<file path="src/rtl/emb_ser_pkg.sv">
package emb_ser_pkg;

  typedef enum logic [1:0] {
    LK_OFF = 2'd0,
    LK_ACQ = 2'd1,
    LK_RUN = 2'd2
  } lk_state_e;

  localparam logic FRAME_START = 1'b1;
  localparam logic FRAME_STOP  = 1'b0;

endpackage

</file>
<file path="src/rtl/emb_ser_edge.sv">
module emb_ser_edge #(
  parameter int unsigned SYNC_STAGES = 2
) (
  input  logic clk_i,
  input  logic rst_ni,
  input  logic wclk_i,
  input  logic rise_sel_i,
  output logic strobe_o
);

  logic [SYNC_STAGES:0] stg_q;

  for (genvar g = 0; g <= SYNC_STAGES; g++) begin : g_stage
    if (g == 0) begin : g_first
      always_ff @(posedge clk_i or negedge rst_ni) begin
        if (!rst_ni) stg_q[g] <= 1'b0;
        else         stg_q[g] <= wclk_i;
      end
    end else begin : g_next
      always_ff @(posedge clk_i or negedge rst_ni) begin
        if (!rst_ni) stg_q[g] <= 1'b0;
        else         stg_q[g] <= stg_q[g-1];
      end
    end
  end

  logic cur, dly;
  assign cur = stg_q[SYNC_STAGES-1];
  assign dly = stg_q[SYNC_STAGES];

  // one-cycle pulse on the selected polarity only
  assign strobe_o = rise_sel_i ? (cur & ~dly) : (~cur & dly);

endmodule

</file>
<file path="src/rtl/emb_ser_lock.sv">
module emb_ser_lock
  import emb_ser_pkg::*;
#(
  parameter int unsigned LOCK_WORDS = 512
) (
  input  logic clk_i,
  input  logic rst_ni,
  input  logic pwr_on_i,
  input  logic strobe_i,
  output logic run_o,
  output logic run_next_o
);

  localparam int unsigned CNT_W = $clog2(LOCK_WORDS + 1);
  localparam logic [CNT_W-1:0] CNT_LAST = CNT_W'(LOCK_WORDS - 1);

  lk_state_e        state_q, state_d;
  logic [CNT_W-1:0] cnt_q, cnt_d;

  always_comb begin
    state_d = state_q;
    cnt_d   = cnt_q;
    if (!pwr_on_i) begin
      state_d = LK_OFF;
      cnt_d   = '0;
    end else begin
      unique case (state_q)
        LK_OFF: begin
          state_d = LK_ACQ;
          cnt_d   = '0;
        end
        LK_ACQ: begin
          if (strobe_i) begin
            if (cnt_q == CNT_LAST) begin
              state_d = LK_RUN;
              cnt_d   = '0;
            end else begin
              cnt_d = cnt_q + 1'b1;
            end
          end
        end
        LK_RUN:  state_d = LK_RUN;
        default: state_d = LK_OFF;
      endcase
    end
  end

  always_ff @(posedge clk_i or negedge rst_ni) begin
    if (!rst_ni) begin
      state_q <= LK_ACQ;
      cnt_q   <= '0;
    end else begin
      state_q <= state_d;
      cnt_q   <= cnt_d;
    end
  end

  assign run_o      = (state_q == LK_RUN);
  assign run_next_o = (state_d == LK_RUN);

endmodule

</file>
<file path="src/rtl/emb_ser_frame.sv">
module emb_ser_frame
  import emb_ser_pkg::*;
#(
  parameter int unsigned WORD_W     = 10,
  parameter int unsigned SYNC_WORDS = 5
) (
  input  logic              clk_i,
  input  logic              rst_ni,
  input  logic              pwr_on_i,
  input  logic              strobe_i,
  input  logic              load_i,
  input  logic [WORD_W-1:0] word_i,
  input  logic              sync_req_i,
  output logic              bit_o
);

  localparam int unsigned FRAME_W = WORD_W + 2;
  localparam int unsigned HALF_W  = FRAME_W / 2;
  localparam int unsigned SC_W    = $clog2(SYNC_WORDS + 1);
  localparam logic [SC_W-1:0] SC_MAX  = SC_W'(SYNC_WORDS);
  localparam logic [SC_W-1:0] SC_HIT  = SC_W'(SYNC_WORDS - 1);

  logic [FRAME_W-1:0] sync_pat;
  for (genvar i = 0; i < FRAME_W; i++) begin : g_pat
    assign sync_pat[i] = (i < HALF_W);
  end

  logic [SC_W-1:0]    sc_q;
  logic               sync_hit;
  logic [FRAME_W-1:0] frame, sh_q;

  always_ff @(posedge clk_i or negedge rst_ni) begin
    if (!rst_ni)          sc_q <= '0;
    else if (!pwr_on_i)   sc_q <= '0;
    else if (strobe_i) begin
      if (!sync_req_i)         sc_q <= '0;
      else if (sc_q != SC_MAX) sc_q <= sc_q + 1'b1;
    end
  end

  // this capture completes the required run of requests
  assign sync_hit = sync_req_i && (sc_q >= SC_HIT);
  assign frame    = sync_hit ? sync_pat : {FRAME_STOP, word_i, FRAME_START};

  always_ff @(posedge clk_i or negedge rst_ni) begin
    if (!rst_ni)        sh_q <= '0;
    else if (!pwr_on_i) sh_q <= '0;
    else if (load_i)    sh_q <= frame;
    else                sh_q <= {1'b0, sh_q[FRAME_W-1:1]};
  end

  assign bit_o = sh_q[0];

endmodule

</file>
<file path="src/rtl/emb_ser_tx.sv">
module emb_ser_tx #(
  parameter int unsigned WORD_W      = 10,
  parameter int unsigned LOCK_WORDS  = 512,
  parameter int unsigned SYNC_WORDS  = 5,
  parameter int unsigned SYNC_STAGES = 2
) (
  input  logic              clk_i,
  input  logic              rst_ni,
  input  logic              wclk_i,
  input  logic              edge_rise_i,
  input  logic [WORD_W-1:0] word_i,
  input  logic              sync_a_i,
  input  logic              sync_b_i,
  input  logic              drv_en_i,
  input  logic              pwr_on_i,
  output logic              ser_o,
  output logic              oe_o,
  output logic              ready_o
);

  logic strobe_w, run_w, run_next_w, load_w, bit_w, oe_q;

  emb_ser_edge #(.SYNC_STAGES(SYNC_STAGES)) u_edge (
    .clk_i      (clk_i),
    .rst_ni     (rst_ni),
    .wclk_i     (wclk_i),
    .rise_sel_i (edge_rise_i),
    .strobe_o   (strobe_w)
  );

  emb_ser_lock #(.LOCK_WORDS(LOCK_WORDS)) u_lock (
    .clk_i      (clk_i),
    .rst_ni     (rst_ni),
    .pwr_on_i   (pwr_on_i),
    .strobe_i   (strobe_w),
    .run_o      (run_w),
    .run_next_o (run_next_w)
  );

  // lock-completing capture already loads its frame
  assign load_w = strobe_w & run_next_w;

  emb_ser_frame #(.WORD_W(WORD_W), .SYNC_WORDS(SYNC_WORDS)) u_frame (
    .clk_i      (clk_i),
    .rst_ni     (rst_ni),
    .pwr_on_i   (pwr_on_i),
    .strobe_i   (strobe_w),
    .load_i     (load_w),
    .word_i     (word_i),
    .sync_req_i (sync_a_i | sync_b_i),
    .bit_o      (bit_w)
  );

  always_ff @(posedge clk_i or negedge rst_ni) begin
    if (!rst_ni) oe_q <= 1'b0;
    else         oe_q <= run_next_w & drv_en_i & pwr_on_i;
  end

  assign oe_o    = oe_q;
  assign ser_o   = oe_q & bit_w;
  assign ready_o = run_w;

endmodule

</file>
<file path="config.mk">
export PLATFORM = sky130hd
export DESIGN_NAME = emb_ser_tx
export DESIGN_NICKNAME = d
export VERILOG_FILES = /design/src/rtl/emb_ser_pkg.sv /design/src/rtl/emb_ser_edge.sv /design/src/rtl/emb_ser_lock.sv /design/src/rtl/emb_ser_frame.sv /design/src/rtl/emb_ser_tx.sv
export SDC_FILE = /design/constraint.sdc
export NUM_CORES = 1
export LEC_CHECK = 0
export BUFFER_PORTS_ARGS = -buffer_cell sky130_fd_sc_hd__buf_2
export CAP_MARGIN = 10
export CORE_ASPECT_RATIO = 0.7
export CORE_UTILIZATION = 56
export DETAILED_ROUTE_END_ITERATION = 7
export HOLD_SLACK_MARGIN = 0.03
export PLACE_DENSITY = 0.81
export SYNTH_ARGS = -nofsm -noshare
export SYNTH_HDL_FRONTEND = slang
export SYNTH_HIERARCHICAL = 1
export SYNTH_SLANG_ARGS = --single-unit
</file>
<file path="constraint.sdc">
create_clock -name clk_i -period 2.7 [get_ports clk_i]
set_clock_uncertainty 0.15 [all_clocks]
set_input_delay 0.135 -clock clk_i [delete_from_list [all_inputs] [get_ports clk_i]]
set_output_delay 0.135 -clock clk_i [all_outputs]
set_load 0.005 [all_outputs]
</file>
# Yosys cells after proc, flatten, opt, wreduce, memory -nomap -nowiden
# Index checks and enable logic that the tools add are counted.
# W data, S select, Z words.
# totals
reg_bits	31
in_bits	18
output_inout_bits	3
elab_cells	49
# op_classes
addsub	2
n_lt_le_gt_ge	1
eq_ne	9
muxes	16
bitwise	9
reduce_logical	4
# ops
cell	n
$mux W10	3
$mux W12	2
$pmux W10 S2	1
$mux W3	4
$mux W11	1
$add A10 B1 Y10 const B	1
$eq A10 B9 Y1 const B	1
$ne A3 B3 Y1 const B	3
$and A1 B1 Y1	6
$mux W2	3
$pmux W2 S3	1
$eq A2 B2 Y1 const B	2
$reduce_and A2 Y1	2
$add A3 B1 Y3 const B	1
$ge A3 B3 Y1 const B	1
$ne A3 B1 Y1 const B	1
$eq A2 B1 Y1 const B	1
$logic_not A2 Y1	1
$ne A2 B1 Y1 const B	1
$not A1 Y1	2
$logic_and A1 B1 Y1	1
$mux W1	1
$or A1 B1 Y1	1

# Logic depth before layout (Yosys ltp)
# depth
word_depth	10
depth_mapped	10
ltp_nobuf	9

# Cells and area by module
# The synthesis kept the hierarchy.
# by_module_without_submodules
module	n_inst	cells_each	area_each_um2	seq_area_each_um2
emb_ser_lock	1	77	738.2	301.5
emb_ser_frame	1	55	641.9	350.3
emb_ser_edge	1	6	97.6	75.1
emb_ser_tx	1	5	50.0	25.0

# Worst setup path after synthesis
# Ideal clock, no wire load.
# synth_path
path_type	register -> register
from	reg u_lock.cnt_q[0]
to	reg u_frame.sh_q[1]
setup_ps	123
arrival_ps	1929
required_ps	2427
setup_slack_ps	498
path_stages_with_launch	10
path_buffers	1
synth_period_minus_slack_ps	2202
cell_sequence	dfrtp_1 > ha_1 > nand4_2 > nor3_1 > and4b_1 > o21a_1 > and2_1 > buf_4 > nand2_1 > o221a_1
# synth_via
elab_chain_len	9
# synth_lines
item	line	source
start, declared	emb_ser_lock.sv:18	logic [CNT_W-1:0] cnt_q, cnt_d;
start signal, assigned	emb_ser_lock.sv:54	cnt_q <= cnt_d;
$eq A10 B9 Y1	emb_ser_lock.sv:34	if (cnt_q == CNT_LAST) begin
$mux W2	emb_ser_lock.sv:34	
$mux W2	emb_ser_lock.sv:33	if (strobe_i) begin
$pmux W2 S3	emb_ser_lock.sv:27	unique case (state_q)
$mux W2	emb_ser_lock.sv:23	if (!pwr_on_i) begin
$eq A2 B2 Y1	emb_ser_lock.sv:59	assign run_next_o = (state_d == LK_RUN);
via run_next_w	emb_ser_tx.sv:21	logic strobe_w, run_w, run_next_w, load_w, bit_w, oe_q;
$and A1 B1 Y1	emb_ser_tx.sv:41	assign load_w = strobe_w & run_next_w;
via load_w	emb_ser_tx.sv:21	
$mux W12	emb_ser_frame.sv:48	else if (load_i) sh_q <= frame;
$mux W12	emb_ser_frame.sv:47	else if (!pwr_on_i) sh_q <= '0;
end signal, assigned	emb_ser_frame.sv:48	
end signal, assigned	emb_ser_frame.sv:49	else sh_q <= {1'b0, sh_q[FRAME_W-1:1]};
end, declared	emb_ser_frame.sv:30	logic [FRAME_W-1:0] frame, sh_q;
# The timed path passes the listed nets, and every way through them passes these cells.
# A chain may end at the register's enable or synchronous reset.

# Final worst setup path
# layout_path
from	reg u_lock.cnt_q[0]
to	reg u_frame.sh_q[9]
# Same word-level chain as after synthesis.

==> reports/metrics.yaml <==
die_width_um: 64.4
post-route-period-util: 0.917
seq_power_share: 0.480
ys_seq_area_frac: 0.492
syn_nets: 164
worst_pin_slew_ns: 0.652
cts_buffer_depth: 2
finalPower_uw: 967
fmax_ghz: 0.404
synth_edf_count: 0
clkTransAtPathRegs_ns: 0.06
place_congestion: 0.836
track_usage: 0.282
grt_overflow: 0
yosys.cell_types.count: 43
critPathTopFamily: "simple AND/OR/NAND/NOR gates"
place_hpwl_um: 2190
drtIter0Drc: 99
power.switching_uw: 215
post_cts_buffers: 0
cts_buffers: 5
viasPerCell: 5.99
drive_gt1_frac: 0.225
ys_warn_count: 6
hold_class: "input port to flip-flop"
wl_um: 3370
status: "complete, no violations"
final-setup-viol-count: 0
slew_headroom: 0.565
min_to: "u_lock/state_q[0]"
drv_slew: 0
min_period_ns: 2.48
r2r_end: "u_frame/sh_q[9]"
chipHeight_um: 45.7
syn2layout_area_growth_pct: 24.6
p_comb_frac: 0.083
critPathBufInv: 0
max-vdd-ir-drop_v: 0.000463
nNetsFinal: 202
wl_per_cell_um: 15.6
switching_share: 0.222
diodes: 0
drt-pass1-iter-count: 4
reg2reg_from: "u_lock/cnt_q[0]"
synth_async_sr_flop_share: 1.00
fin_tns_setup_ns: 0
rsz0062_at_grt: "no"
drtAntennaViolNets: 0
synthFlopType: "dfrtp_1"
io_pins: 21
grt_start_max_net_pins: 31
root_buffer: "clkbuf_8"
clkPwrFrac: 0.437
cp_slowest_cell: "dfrtp_1"
cp_cell_sequence: "ha_1 -> nand4_2 -> nor3_1 -> and4b_1 -> o21a_1 -> and2_1 -> a21boi_2 -> a21oi_1 -> nor2b_1"
port_buffers: 20
cap_violations: 0
ctsHoldBuffers: 13
clk_latency_ns: 0.29
p_int_uw: 752
cts_tree: "done"
max_stage_delay_ns: 0.40
r2r_cells: 9
crit_type: "flip-flop to flip-flop"
dieArea_um2: 2940
hp-start: "pwr_on_i"
postSynthCellCount: 143
r2r_setup_slack_ns: 0.22
power_density_nw_per_um2: 508
hold_viol_final: 0
grt_pass1_wl_um: 5660
drc_errors: 0
leakagePower_nw: 0.890
cts_resized: 0
cp_max_fo: 5
synth.cell_area_um2: 1530
grt_antenna_before_repair: 0
synth_seq_cells: 30
cp.arrival_ns: 2.53
grt_pass1_vias: 1190
dr_total_vias: 1294
fillerInstances: 176
numClockSinks: 30
core_area_um2: 2510
crit_required_ns: 2.76
rows: 15
min_path_cells: 3
htreeDepth: 2
synth_area_per_cell_um2: 10.7
initial_core_util: 0.607
end_kind: "flip-flop"
startpoint_type: "flip-flop"
## cells by family after synthesis
kind of cell    after synthesis  share of synthesized area
mux                           1                    0.00737
flops                        30                      0.492
compound gates               43                      0.217
simple gates                 60                      0.239
buf+inv                       6                     0.0197
fa+ha+maj                     3                     0.0246
## flip-flops by register name, summed over array words and instances, names as in the netlist
name	cells
u_lock/cnt_q	10
u_edge/cur	1
u_lock/state_q	2
u_edge/dly	1
oe_o	1
u_frame/sc_q	3
u_edge/stg_q	1
u_frame/sh_q	11
## routing by layer
layer | track usage | up-vias | share of wire
li1 | - | 609 | -
met1 | 0.364 | 634 | 0.45
met2 | 0.432 | 45 | 0.48
met3 | 0.123 | 6 | 0.059
met4 | 0.0933 | 0 | 0.012
met5 | 0 | - | 0
## worst max-delay path by stage
stage / start / endpoint / cells after the start
after floorplan: u_lock/cnt_q[0] / u_frame/sh_q[1] / 9
after global placement: u_lock/cnt_q[0] / u_frame/sh_q[8] / 9
after detailed placement: u_lock/cnt_q[0] / u_frame/sh_q[9] / 9
after CTS: u_lock/cnt_q[0] / u_frame/sh_q[9] / 9
after global routing: u_lock/cnt_q[0] / u_frame/sh_q[7] / 9
final: u_lock/cnt_q[0] / u_frame/sh_q[9] / 9
## stage by stage
stage,util,cell area (um^2),setup slack [ns],hold slack (ns),std cells
after detailed placement,0.661,1660,0.353,0.0479,195
after global routing,0.757,1900,0.0165,0.113,216
after floorplan,-,1530,0.498,-0.311,143
final,0.757,1900,0.225,0.0878,216
after global placement,0.661,1660,0.480,0.0421,195
after CTS,0.757,1900,0.307,0.0812,216
## tightest hold or removal path: cells and delay by family
kind | cells | cell delay [ns]
compound gates | 1 | 0.05
buf+inv | 2 | 0.33
## Yosys cell counts, types with 2 or more instances
library cell  number  area, um^2
a21oi_1            8        40.0
nand4b_1           3        26.3
o21ai_0            8        40.0
a21o_1             4        30.0
buf_2              3        15.0
ha_1               3        37.5
or2_1              2        12.5
nor2b_1           10        62.6
a21boi_1           2        15.0
nand3b_1           2        15.0
nor3_1             5        25.0
o21a_1             4        30.0
nand2_1           12        45.0
nand3_1            5        25.0
dfrtp_1           29         726
o221a_1            5        56.3
nor2_1             4        15.0
nand4_2            2        25.0
nor4_1             2        12.5
and3_1             3        18.8
inv_1              2        7.51
and2_1             3        18.8
o21ai_1            2        10.0
## cell usage in the layout, fill, tap and decap left out, types with 2 or more instances in the layout
cell type / n
o221a_1: 5
nand3_1: 5
nand3b_1: 2
o21ai_0: 8
o21ai_1: 2
nor3_1: 5
and3_1: 3
a21o_1: 4
nor2b_1: 10
a21boi_1: 2
ha_1: 3
clkbuf_8: 8
or2_1: 2
dlygate4sd3_1: 13
a21oi_1: 8
buf_2: 20
dfrtp_1: 29
buf_4: 2
nor2_1: 4
nand2_1: 12
nor4_1: 2
o21a_1: 4
nand4b_1: 3
and2_1: 3
nand4_2: 2
inv_1: 2
## power groups by stage
stage                     Clock (mW)  Combinational, mW  Sequential [mW]
after floorplan                    0             0.0354            0.470
after global placement             0             0.0616            0.471
after detailed placement           0             0.0650            0.471
after CTS                      0.430             0.0803            0.464
after global routing           0.461             0.0892            0.464
final                          0.423             0.0804            0.464
## layout make-up
| type | count | area [um^2] | share of cell area |
|---|---|---|---|
| inverters | 2 | 7.51 | 0.00394 |
| flip-flops and latches | 30 | 752 | 0.395 |
| multi-input cells | 107 | 746 | 0.392 |
| clock buffers | 8 | 110 | 0.0579 |
| repair buffers | 35 | 245 | 0.129 |
| well taps | 34 | 42.5 | 0.0224 |
No activity file was read; power rests on OpenSTA's default activity.
